--- config.mk ---
export PLATFORM = sky130hd
export DESIGN_NAME = pt_walker
export DESIGN_NICKNAME = d
export VERILOG_FILES = /design/src/rtl/pt_walker_pkg.sv /design/src/rtl/pt_vaddr_split.sv /design/src/rtl/pt_entry_addr.sv /design/src/rtl/pt_entry_decode.sv /design/src/rtl/pt_walk_ctrl.sv /design/src/rtl/pt_walker.sv
export SDC_FILE = /design/constraint.sdc
export NUM_CORES = 1
export LEC_CHECK = 0
export BUFFER_PORTS_ARGS = -buffer_cell sky130_fd_sc_hd__buf_2
export CAP_MARGIN = 10
export CELL_PAD_IN_SITES_DETAIL_PLACEMENT = 0
export CELL_PAD_IN_SITES_GLOBAL_PLACEMENT = 1
export CORE_ASPECT_RATIO = 1.2
export CORE_MARGIN = 5
export CORE_UTILIZATION = 37
export CTS_CLUSTER_SIZE = 20
export DETAILED_ROUTE_END_ITERATION = 12
export PLACE_DENSITY_LB_ADDON = 0.2
export SYNTH_ARGS = -nofsm -noshare
export SYNTH_HDL_FRONTEND = slang
export SYNTH_SLANG_ARGS = --single-unit
--- constraint.sdc ---
create_clock -name clk -period 4.75 [get_ports clk]
set_input_delay 0.95 -clock clk [delete_from_list [all_inputs] [get_ports clk]]
set_output_delay 0.95 -clock clk [all_outputs]
set_load 0.005 [all_outputs]
--- src/rtl/pt_walker_pkg.sv ---
// Shared types of the page table walker.
// Assumes: nothing beyond the standard language.
package pt_walker_pkg;

    // Walk phases: idle, reading directory entry, reading table entry, reporting.
    typedef enum logic [1:0] {
        WS_IDLE = 2'd0,
        WS_DIR  = 2'd1,
        WS_TBL  = 2'd2,
        WS_DONE = 2'd3
    } walk_state_e;

    // Number of table levels walked.
    localparam int unsigned NUM_LEVELS = 2;

endpackage

--- src/rtl/pt_vaddr_split.sv ---
// Splits a virtual address into directory index, table index and page offset.
// Assumes: VA_W == DIR_W + TBL_W + OFF_W, directory index in the top bits.
module pt_vaddr_split #(
    parameter int unsigned VA_W  = 32,
    parameter int unsigned DIR_W = 10,
    parameter int unsigned TBL_W = 10,
    parameter int unsigned OFF_W = 12
) (
    input  logic [VA_W-1:0]  vaddr,
    output logic [DIR_W-1:0] dir_idx,
    output logic [TBL_W-1:0] tbl_idx,
    output logic [OFF_W-1:0] offset
);
    localparam int unsigned TBL_LO = OFF_W;
    localparam int unsigned DIR_LO = OFF_W + TBL_W;

    // Field extraction.
    always_comb begin
        dir_idx = vaddr[DIR_LO +: DIR_W];
        tbl_idx = vaddr[TBL_LO +: TBL_W];
        offset  = vaddr[OFF_W-1:0];
    end
endmodule

--- src/rtl/pt_entry_addr.sv ---
// Forms the byte address of a table entry from the table's frame and an index.
// Assumes: FRAME_W + OFF_W == PA_W, entries of 2**ENT_LOG2 bytes.
module pt_entry_addr #(
    parameter int unsigned PA_W     = 32,
    parameter int unsigned FRAME_W  = 20,
    parameter int unsigned OFF_W    = 12,
    parameter int unsigned IDX_W    = 10,
    parameter int unsigned ENT_LOG2 = 2
) (
    input  logic [FRAME_W-1:0] frame,
    input  logic [IDX_W-1:0]   idx,
    output logic [PA_W-1:0]    addr
);
    logic [PA_W-1:0] base;
    logic [PA_W-1:0] disp;

    // Frame base plus scaled index.
    always_comb begin
        base = {frame, {OFF_W{1'b0}}};
        disp = PA_W'(idx) << ENT_LOG2;
        addr = base + disp;
    end
endmodule

--- src/rtl/pt_entry_decode.sv ---
// Decodes a table entry into its present flag and frame number.
// Assumes: frame in the top FRAME_W bits, present flag at bit PRES_BIT;
// remaining attribute bits are not interpreted.
module pt_entry_decode #(
    parameter int unsigned ENT_W    = 32,
    parameter int unsigned FRAME_W  = 20,
    parameter int unsigned PRES_BIT = 0
) (
    input  logic [ENT_W-1:0]   entry,
    output logic               present,
    output logic [FRAME_W-1:0] frame
);
    logic unused_attr;

    // Field extraction; attribute bits are folded into an unused sink.
    always_comb begin
        present     = entry[PRES_BIT];
        frame       = entry[ENT_W-1 -: FRAME_W];
        unused_attr = ^entry;
    end
endmodule

--- src/rtl/pt_walk_ctrl.sv ---
// Sequencer of the two-level walk: takes a request, issues the directory read,
// then the table read, and reports a physical address or a fault.
// Assumes: one outstanding memory read, which completes in the cycle mem_rvalid is 1.
module pt_walk_ctrl
    import pt_walker_pkg::*;
#(
    parameter int unsigned VA_W    = 32,
    parameter int unsigned PA_W    = 32,
    parameter int unsigned FRAME_W = 20,
    parameter int unsigned OFF_W   = 12
) (
    input  logic               clk,
    input  logic               rst_n,
    input  logic               tr_valid,
    input  logic [VA_W-1:0]    tr_vaddr,
    output logic               tr_ready,
    input  logic [FRAME_W-1:0] root_frame,
    input  logic [OFF_W-1:0]   off_q,
    input  logic [PA_W-1:0]    dir_addr,
    input  logic [PA_W-1:0]    tbl_addr,
    input  logic               ent_present,
    input  logic [FRAME_W-1:0] ent_frame,
    input  logic               mem_rvalid,
    output logic               mem_req,
    output logic [PA_W-1:0]    mem_addr,
    output logic [VA_W-1:0]    vaddr_q,
    output logic [FRAME_W-1:0] root_q,
    output logic [FRAME_W-1:0] tframe_q,
    output logic               res_valid,
    output logic               res_fault,
    output logic [PA_W-1:0]    res_paddr
);
    walk_state_e     state;
    logic            fault_q;
    logic [PA_W-1:0] paddr_q;

    // Walk state and captured operands.
    always_ff @(posedge clk) begin
        if (!rst_n) begin
            state    <= WS_IDLE;
            vaddr_q  <= '0;
            root_q   <= '0;
            tframe_q <= '0;
            fault_q  <= 1'b0;
            paddr_q  <= '0;
        end else begin
            case (state)
                WS_IDLE: begin
                    if (tr_valid) begin
                        vaddr_q <= tr_vaddr;
                        root_q  <= root_frame;
                        state   <= WS_DIR;
                    end
                end
                WS_DIR: begin
                    if (mem_rvalid) begin
                        if (ent_present) begin
                            tframe_q <= ent_frame;
                            state    <= WS_TBL;
                        end else begin
                            fault_q <= 1'b1;
                            paddr_q <= '0;
                            state   <= WS_DONE;
                        end
                    end
                end
                WS_TBL: begin
                    if (mem_rvalid) begin
                        fault_q <= !ent_present;
                        paddr_q <= ent_present ? {ent_frame, off_q} : '0;
                        state   <= WS_DONE;
                    end
                end
                default: state <= WS_IDLE;
            endcase
        end
    end

    // Handshake, memory request and result outputs.
    always_comb begin
        tr_ready  = (state == WS_IDLE);
        mem_req   = (state == WS_DIR) || (state == WS_TBL);
        mem_addr  = (state == WS_DIR) ? dir_addr :
                    (state == WS_TBL) ? tbl_addr : '0;
        res_valid = (state == WS_DONE);
        res_fault = fault_q;
        res_paddr = paddr_q;
    end
endmodule

--- src/rtl/pt_walker.sv ---
// Two-level page table walker top: splits the held virtual address, forms the
// entry address of each level, decodes returned entries and runs the sequencer.
// Assumes: 4-byte entries, frame in bits 31:12, present flag in bit 0.
module pt_walker
    import pt_walker_pkg::*;
#(
    parameter int unsigned VA_W     = 32,
    parameter int unsigned PA_W     = 32,
    parameter int unsigned DIR_W    = 10,
    parameter int unsigned TBL_W    = 10,
    parameter int unsigned OFF_W    = 12,
    parameter int unsigned ENT_LOG2 = 2
) (
    input  logic                  clk,
    input  logic                  rst_n,
    input  logic                  tr_valid,
    input  logic [VA_W-1:0]       tr_vaddr,
    output logic                  tr_ready,
    input  logic [PA_W-OFF_W-1:0] root_frame,
    output logic                  mem_req,
    output logic [PA_W-1:0]       mem_addr,
    input  logic                  mem_rvalid,
    input  logic [(8<<ENT_LOG2)-1:0] mem_rdata,
    output logic                  res_valid,
    output logic                  res_fault,
    output logic [PA_W-1:0]       res_paddr,
    output logic [VA_W-1:0]       res_vaddr
);
    localparam int unsigned FRAME_W = PA_W - OFF_W;
    localparam int unsigned ENT_W   = 8 << ENT_LOG2;
    localparam int unsigned IDX_MAX = (DIR_W > TBL_W) ? DIR_W : TBL_W;

    logic [VA_W-1:0]    vaddr_q;
    logic [FRAME_W-1:0] root_q;
    logic [FRAME_W-1:0] tframe_q;
    logic [DIR_W-1:0]   dir_idx;
    logic [TBL_W-1:0]   tbl_idx;
    logic [OFF_W-1:0]   off_q;
    logic               ent_present;
    logic [FRAME_W-1:0] ent_frame;

    logic [FRAME_W-1:0] lvl_frame [NUM_LEVELS];
    logic [IDX_MAX-1:0] lvl_idx   [NUM_LEVELS];
    logic [PA_W-1:0]    lvl_addr  [NUM_LEVELS];

    pt_vaddr_split #(
        .VA_W (VA_W), .DIR_W(DIR_W), .TBL_W(TBL_W), .OFF_W(OFF_W)
    ) i_split (
        .vaddr  (vaddr_q),
        .dir_idx(dir_idx),
        .tbl_idx(tbl_idx),
        .offset (off_q)
    );

    // Per-level table frame and index selection.
    always_comb begin
        lvl_frame[0] = root_q;
        lvl_idx[0]   = IDX_MAX'(dir_idx);
        lvl_frame[1] = tframe_q;
        lvl_idx[1]   = IDX_MAX'(tbl_idx);
    end

    for (genvar g = 0; g < NUM_LEVELS; g++) begin : g_lvl
        pt_entry_addr #(
            .PA_W(PA_W), .FRAME_W(FRAME_W), .OFF_W(OFF_W),
            .IDX_W(IDX_MAX), .ENT_LOG2(ENT_LOG2)
        ) i_eaddr (
            .frame(lvl_frame[g]),
            .idx  (lvl_idx[g]),
            .addr (lvl_addr[g])
        );
    end

    pt_entry_decode #(
        .ENT_W(ENT_W), .FRAME_W(FRAME_W), .PRES_BIT(0)
    ) i_dec (
        .entry  (mem_rdata),
        .present(ent_present),
        .frame  (ent_frame)
    );

    pt_walk_ctrl #(
        .VA_W(VA_W), .PA_W(PA_W), .FRAME_W(FRAME_W), .OFF_W(OFF_W)
    ) i_ctrl (
        .clk        (clk),
        .rst_n      (rst_n),
        .tr_valid   (tr_valid),
        .tr_vaddr   (tr_vaddr),
        .tr_ready   (tr_ready),
        .root_frame (root_frame),
        .off_q      (off_q),
        .dir_addr   (lvl_addr[0]),
        .tbl_addr   (lvl_addr[1]),
        .ent_present(ent_present),
        .ent_frame  (ent_frame),
        .mem_rvalid (mem_rvalid),
        .mem_req    (mem_req),
        .mem_addr   (mem_addr),
        .vaddr_q    (vaddr_q),
        .root_q     (root_q),
        .tframe_q   (tframe_q),
        .res_valid  (res_valid),
        .res_fault  (res_fault),
        .res_paddr  (res_paddr)
    );

    // Result virtual address is the captured request address.
    always_comb res_vaddr = vaddr_q;
endmodule

-- Yosys cells after proc, flatten, opt, wreduce, memory -nomap -nowiden
Cells that the tools add are included.
- word-level logic and storage cells: 39
- output and inout bits: 100
- register bits after elaboration: 107
- input bits: 88
- reduce and logical (&&, ||, !) cells: 8
- equal/unequal tests: 7
- muxes and demuxes: 16
- $add $sub $neg: 2
- operators by type and width (kind ; count):
    32-bit 2-to-1 mux ; 6
    32-bit by 12-bit adder with 32-bit output ; 2
    32-bit one-hot mux with 2 select lines ; 1
    2-bit != test, second input constant ; 4
    2-bit 2-to-1 mux ; 3
    2-bit one-hot mux with 3 select lines ; 1
    3-bit AND reduction ; 2
    2-bit == test, second input constant ; 2
    1-bit 2-to-1 mux ; 4
    4-bit AND reduction ; 1
    2-bit by 1-bit == test with 1-bit output, second input constant ; 1
    2-bit zero test ; 1
    1-bit one-hot mux with 2 select lines ; 1
    2-bit AND reduction ; 1
    2-bit nonzero test ; 1
    1-bit zero test ; 1
    1-bit logical OR ; 1

-- Longest topological paths before layout
Gate-level depths: netlist (run 1).
- depth in word-level cells: 3
- gate-level depth with buffers: 8
- depth with buffers taken out: 5

-- By module
Synthesis (run 1) repeated with hierarchy kept, for this count alone.
- cells, all modules: 707
- area, all modules: 5521.5 sq um
- by module, submodules not included (module ; sequential area each (sq um) ; cells each ; times used ; area an instance (sq um)):
    pt_walk_ctrl ; 2142.1 ; 588 ; 1 ; 4635.7
    pt_entry_addr ; 0.0 ; 33 ; 2 ; 244.0
    pt_vaddr_split ; 0.0 ; 32 ; 1 ; 240.2
    pt_entry_decode ; 0.0 ; 21 ; 1 ; 157.7

-- Worst setup path before layout (run 1)
Ideal clock, no wire load.
- kind: register -> output
- start: reg i_ctrl.state[0]
- end: out mem_addr[10]
- cell stages (with the launch flop): 7
- setup slack: 2.630 ns
- data required time: 3.800 ns
- buffers on the path: 2
- arrival: 1.170 ns
- path through: dfxtp_1 > inv_1 > ha_1 > buf_2 > clkbuf_1 > nand2_1 > o21ai_1
- longest elaborated chain between the ends: 3
- elaborated cells between the ends (all ways): 4
- those cells by class: eq/ne: 2; mux: 2
- ends and longest elaborated chain (what ; RTL line ; text):
    from (decl) ; pt_walk_ctrl.sv:33 ; walk_state_e state;
    from (signal assigned) ; pt_walk_ctrl.sv:40 ; state <= WS_IDLE;
    from (signal assigned) ; pt_walk_ctrl.sv:52 ; state <= WS_DIR;
    from (signal assigned) ; pt_walk_ctrl.sv:59 ; state <= WS_TBL;
    2-bit == test ; pt_walk_ctrl.sv:84 ; (state == WS_TBL) ? tbl_addr : '0;
    32-bit 2-to-1 mux ; pt_walk_ctrl.sv:84 ;
    32-bit 2-to-1 mux * ; pt_walk_ctrl.sv:83 ; mem_addr = (state == WS_DIR) ? dir_addr :
    to (decl) ; pt_walker.sv:21 ; output logic [PA_W-1:0] mem_addr,
Every way passes the cells marked *; elsewhere a longest branch is shown, timed or not.

-- Final worst setup path (run 1)
- start: reg i_ctrl.state[0]
- end: out mem_addr[18]
Same word-level chain as after synthesis.

==> results of run 1 <==
==> cells by family (layout without fill, tap and decap cells) <==
kind of cell,Yosys count,count (layout),synth area share
buffers and inverters,73,199,0.0834
adders and majority gates,6,6,0.0158
AOI/OAI and AO/OA,105,105,0.150
other,1,2,0.000789
muxes,35,35,0.0737
DFF,107,107,0.450
and+or+nand+nor,282,282,0.225
==> layer usage <==
layer  GRT usage  up-vias  wire length, um
met5           0        -                0
li1            -     2156                -
met1       0.212     1872             5810
met4      0.0601        0              183
met2       0.278      119             5950
met3      0.0460       14              965
==> sequential cells by signal, indices dropped and copies added (netlist names) <==
signal	cells
i_ctrl.tframe_q	20
i_ctrl.state	2
i_ctrl.res_paddr	32
i_ctrl.root_q	20
i_ctrl.vaddr_q	32
i_ctrl.res_fault	1
==> critical path: stages (launching register included) <==
cell and delay (ps):
sky130_fd_sc_hd__dfxtp_1 360, sky130_fd_sc_hd__inv_1 120, sky130_fd_sc_hd__ha_1 760, sky130_fd_sc_hd__buf_4 330
sky130_fd_sc_hd__nand2_1 70, sky130_fd_sc_hd__o21ai_1 140, sky130_fd_sc_hd__buf_2 140
==> path summary, 6_finish.rpt <==
path                          endpoint  slack, ps  cells past startpoint               start
setup / recovery          mem_addr[18]       1540                      6     i_ctrl.state[0]
hold / removal      i_ctrl.tframe_q[7]        450                      2  i_ctrl.tframe_q[7]
setup reg to reg  i_ctrl.res_paddr[29]       1620                      6     i_ctrl.state[1]
hold reg to reg     i_ctrl.tframe_q[7]        450                      2  i_ctrl.tframe_q[7]
==> area by class of cell <==
type,count,area [um2],share of cell area
Multi-Input combinational cell,430,2230,0.385
Sequential cell,107,2140,0.370
Timing Repair Buffer,178,903,0.156
Clock buffer,10,239,0.0413
Tap cell,164,205,0.0355
Clock inverter,6,48.8,0.00843
Inverter,5,18.8,0.00324
==> cells in the mapped netlist (2+ instances only) <==
cell type                  count
sky130_fd_sc_hd__and3_1        2
sky130_fd_sc_hd__nand2_1     275
sky130_fd_sc_hd__buf_2         8
sky130_fd_sc_hd__o21ai_1      30
sky130_fd_sc_hd__inv_1         5
sky130_fd_sc_hd__ha_1          6
sky130_fd_sc_hd__buf_1         5
sky130_fd_sc_hd__buf_6         4
sky130_fd_sc_hd__dfxtp_1     107
sky130_fd_sc_hd__buf_4        22
sky130_fd_sc_hd__a21boi_1     72
sky130_fd_sc_hd__mux2i_1      35
sky130_fd_sc_hd__clkbuf_1     29
==> power by group through the flow <==
stage	Sequential (mW)	Combinational (mW)	Clock, mW
after detailed placement	1.10	0.806	0
after global routing	1.09	0.884	0.778
final	1.07	0.784	0.721
after CTS	1.08	0.809	0.753
after floorplan	1.08	0.596	0
after global placement	1.09	0.798	0
==> impl_metrics.toml, run 1 <==
[status]
status = "finished, final reports clean"

[place]
port_buffers = 174
dp_hpwl_mm = 8.97
gp_congestion = 0.772
preCtsSetupSlack_ps = 1570
placedCellCount = 884
dpl_cell_area_um2 = 5500

[cts]
cts_max_path_buffers = 2
numClockSinks = 107
numCtsBuffers = 9
cts.clk_slew.worst_paths_ps = 70
number_of_gates_given_a_new_drive_strength_after_cts = 0
ctsRootBufferMaster = "sky130_fd_sc_hd__clkbuf_16"
cts_hold_repair.buffers = 0
post_cts_setup_buffers = 0
clk_latency_ps = 340
cts.htree.levels = 3
tritoncts = "done"

[die]
dieWidth_um = 113
die_y_um = 134
initial_core_util = 0.377
rows = 45
coreArea_um2 = 12600
dieArea_um2 = 15200
floorplan.io_pins = 188

[synthesis]
asyncSetResetFlopFracSynth = 0
synth.top_cells.by_area = "sky130_fd_sc_hd__dfxtp_1 (45%), sky130_fd_sc_hd__nand2_1 (22%), sky130_fd_sc_hd__a21boi_1 (11%), sky130_fd_sc_hd__mux2i_1 (7.4%), sky130_fd_sc_hd__buf_4 (3.5%)"
synth-edff-count = 0
synth_sequential_area_ratio = 0.450
avgSynthCellArea_um2 = 7.81
synth_flop_cell = "sky130_fd_sc_hd__dfxtp_1"
yosysTopAreaCell = "sky130_fd_sc_hd__dfxtp_1"
syn-cell-area_um2 = 4760
yosysWarningCount = 0
yosys_register_bits = 107
synth_top_area_share = 0.450
synthCells = 609
yosysUniqueCellTypes = 22

[drt]
drt-wirelength-per-cell_um = 14.3
first_pass_iters = 5
viasPerCell = 4.62
ant_nets = 0
detailroute.via_count = 4161
number_of_drc_violations_after_detailed_routing_iteration_0 = 172
remaining_drc_errors = 0
detail_route.wirelength_mm = 12.9

[layout]
area_growth_pct = 21.7
layout.cells.most_common = "sky130_fd_sc_hd__nand2_1"
final_layout_size_suffix_gt1_frac = 0.269
antenna_cells = 0
final.fill_count = 1359
finish.cell_count_without_fillers = 900
design_area_um2 = 5790
final_nets = 825
layout_common_cells = "sky130_fd_sc_hd__nand2_1 (274), sky130_fd_sc_hd__buf_2 (173), sky130_fd_sc_hd__dfxtp_1 (107), sky130_fd_sc_hd__a21boi_1 (72), sky130_fd_sc_hd__mux2i_1 (35)"
layout.core_utilization = 0.459

[power]
power.clock.fraction = 0.280
power.sequential.fraction = 0.416
power.net_switching_mw = 0.913
p_sw_frac = 0.354
power_density_nw_per_um2 = 446
power_mw = 2.58
pwr-share-comb = 0.304
internal_power_consumption_mw = 1.67
leakage_power_nw = 2.52
vdd_drop_max_uv = 213

[sta]
timing.final.ws_setup_ps = 1540
timing.clock.skew_ps = 4.01
max_freq_ghz = 0.312
slew_headroom = 0.186
period_needed_ps = 3210
timing.final.max_slew_violations = 0
tightest_slew_ps = 1220
final.setup.tns_ps = 0
setup_violation_total_in_the_final_timing_report = 0
rsz0062_at_grt = "no"
final.period_utilization = 0.676
hold_vio_cnt_final = 0
final.hold.worst_slack_ps = 454

[setup_path]
arrival_ps = 2260
start_kind = "flop"
critPathKind = "reg -> out"
timing.critical_path.to_type = "output pin"
crit_fanout = 21
worst_ep_required_time_ps = 3800

[worst_hold_path]
min_path_type = "reg -> reg"

[global_routing]
globalRouteOverflowTotal = 0
grtUsageTotal = 0.169
pin_count_of_the_biggest_net_entering_global_routing = 111
antenna_found_initial = 0
first_global_vias = 4108
wire_length_of_the_first_global_routing_pass_mm = 20.7

[flow_run]
max_cap_violations = 0
No activity file was read; power rests on OpenSTA's default activity.
==> run 2: changes to the inputs <==
CORE_UTILIZATION = 31   (was 37)
clock period = 2.8 ns   (was 4.75 ns; I/O delays follow)
==> impl_metrics.toml, run 2 (synthesis gave the netlist of run 1 again) <==
[cts]
cts_hold_repair.buffers = 0
post_cts_setup_buffers = 0
tritoncts = "done"
cts.clk_slew.worst_paths_ps = 70
numClockSinks = 107
clk_latency_ps = 350
ctsRootBufferMaster = "sky130_fd_sc_hd__clkbuf_16"
number_of_gates_given_a_new_drive_strength_after_cts = 0
cts_max_path_buffers = 2
numCtsBuffers = 9
cts.htree.levels = 3

[sta]
timing.clock.skew_ps = 6.03
setup_violation_total_in_the_final_timing_report = 0
tightest_slew_ps = 1020
rsz0062_at_grt = "no"
slew_headroom = 0.322
timing.final.max_slew_violations = 0
hold_vio_cnt_final = 0
final.setup.tns_ps = 0
final.period_utilization = 0.901
period_needed_ps = 2520
max_freq_ghz = 0.397
final.hold.worst_slack_ps = 440

[setup_path]
arrival_ps = 1960
timing.critical_path.slowest_cell_delay_ps = 430
timing.critical_path.to_type = "output pin"
worst_ep_required_time_ps = 2240
cp_slowest_cell = "sky130_fd_sc_hd__ha_2"
critPathKind = "reg -> out"
crit_fanout = 30
cp_cell_sequence = "inv_1, ha_2, buf_4, nand2_1, o21ai_1, buf_2"
start_kind = "flop"

[die]
dieWidth_um = 123
dieArea_um2 = 17900
die_y_um = 146
initial_core_util = 0.317
coreArea_um2 = 15000
floorplan.io_pins = 188
rows = 49

[drt]
ant_nets = 0
number_of_drc_violations_after_detailed_routing_iteration_0 = 145
viasPerCell = 4.48
remaining_drc_errors = 0
drt-wirelength-per-cell_um = 14.5
first_pass_iters = 4
detail_route.wirelength_mm = 13.7
detailroute.via_count = 4239

[place]
dp_hpwl_mm = 9.84
port_buffers = 174
gp_congestion = 0.780

[worst_hold_path]
min_path_type = "in -> reg"

[global_routing]
pin_count_of_the_biggest_net_entering_global_routing = 111
globalRouteOverflowTotal = 0
first_global_vias = 4375
grtUsageTotal = 0.156
antenna_found_initial = 0
wire_length_of_the_first_global_routing_pass_mm = 22.3

[power]
power.sequential.fraction = 0.411
power_density_nw_per_um2 = 750
internal_power_consumption_mw = 2.86
power_mw = 4.43
power.net_switching_mw = 1.57
pwr-share-comb = 0.319
power.clock.fraction = 0.270
leakage_power_nw = 2.56
vdd_drop_max_uv = 272
p_sw_frac = 0.354

[flow_run]
max_cap_violations = 0

[layout]
area_growth_pct = 24.2
antenna_cells = 0
final_layout_size_suffix_gt1_frac = 0.274
final_nets = 832
final.fill_count = 1619
layout.cells.most_common = "sky130_fd_sc_hd__nand2_1"
layout_common_cells = "sky130_fd_sc_hd__nand2_1 (274), sky130_fd_sc_hd__buf_2 (174), sky130_fd_sc_hd__dfxtp_1 (107), sky130_fd_sc_hd__a21boi_1 (72), sky130_fd_sc_hd__mux2i_1 (35)"

[status]
status = "finished, final reports clean"
-- run 2: layout make-up --
| class | count | area (um2) | share of cell area |
|---|---|---|---|
| Inverter | 5 | 18.8 | 0.00318 |
| Tap cell | 204 | 255 | 0.0432 |
| Timing Repair Buffer | 185 | 991 | 0.168 |
| Multi-Input combinational cell | 430 | 2230 | 0.377 |
| Sequential cell | 107 | 2140 | 0.363 |
| Clock inverter | 4 | 27.5 | 0.00466 |
| Clock buffer | 11 | 243 | 0.0411 |
-- run 2: critical path: cells and delay by family, from the launching register on --
family / cells / cell delay [ps]
and+or+nand+nor: 1 / 90
AOI/OAI and AO/OA: 1 / 110
DFF: 1 / 360
buffers and inverters: 3 / 620
adders and majority gates: 1 / 430
-- run 2: layer usage --
| metal | vias to the layer above | part of all wire | GRT usage |
|---|---|---|---|
| met1 | 1948 | 0.45 | 0.193 |
| met4 | 0 | 0.013 | 0.0499 |
| met5 | - | 0 | 0 |
| met2 | 103 | 0.47 | 0.261 |
| met3 | 10 | 0.067 | 0.0412 |
| li1 | 2178 | - | - |
-- run 2: worst paths after layout --
path	from	to	slack, ps	depth (start not counted)
setup / recovery	i_ctrl.state[1]	mem_addr[30]	280	6
hold / removal	tr_vaddr[27]	i_ctrl.vaddr_q[27]	440	3
setup reg to reg	i_ctrl.state[1]	i_ctrl.res_paddr[17]	630	7
hold reg to reg	i_ctrl.res_paddr[0]	i_ctrl.res_paddr[0]	450	2
-- run 2: stage by stage --
step           cells  setup slack, ps   util  cell area [um2]
5_1_grt          946             95.5  0.393             5910
4_1_cts          946              212  0.393             5910
6_report         946              278  0.393             5910
3_3_place_gp     931              612  0.375             5640
2_1_floorplan    610             1070      -             4760
3_5_place_dp     931              587  0.375             5640
-- run 2: power groups by stage --
stage | Sequential [mW] | Combinational [mW] | Clock [mW]
6_report | 1.82 | 1.41 | 1.19
5_1_grt | 1.85 | 1.61 | 1.30
4_1_cts | 1.82 | 1.46 | 1.24
3_5_place_dp | 1.86 | 1.46 | 0
3_3_place_gp | 1.85 | 1.45 | 0
2_1_floorplan | 1.84 | 1.01 | 0
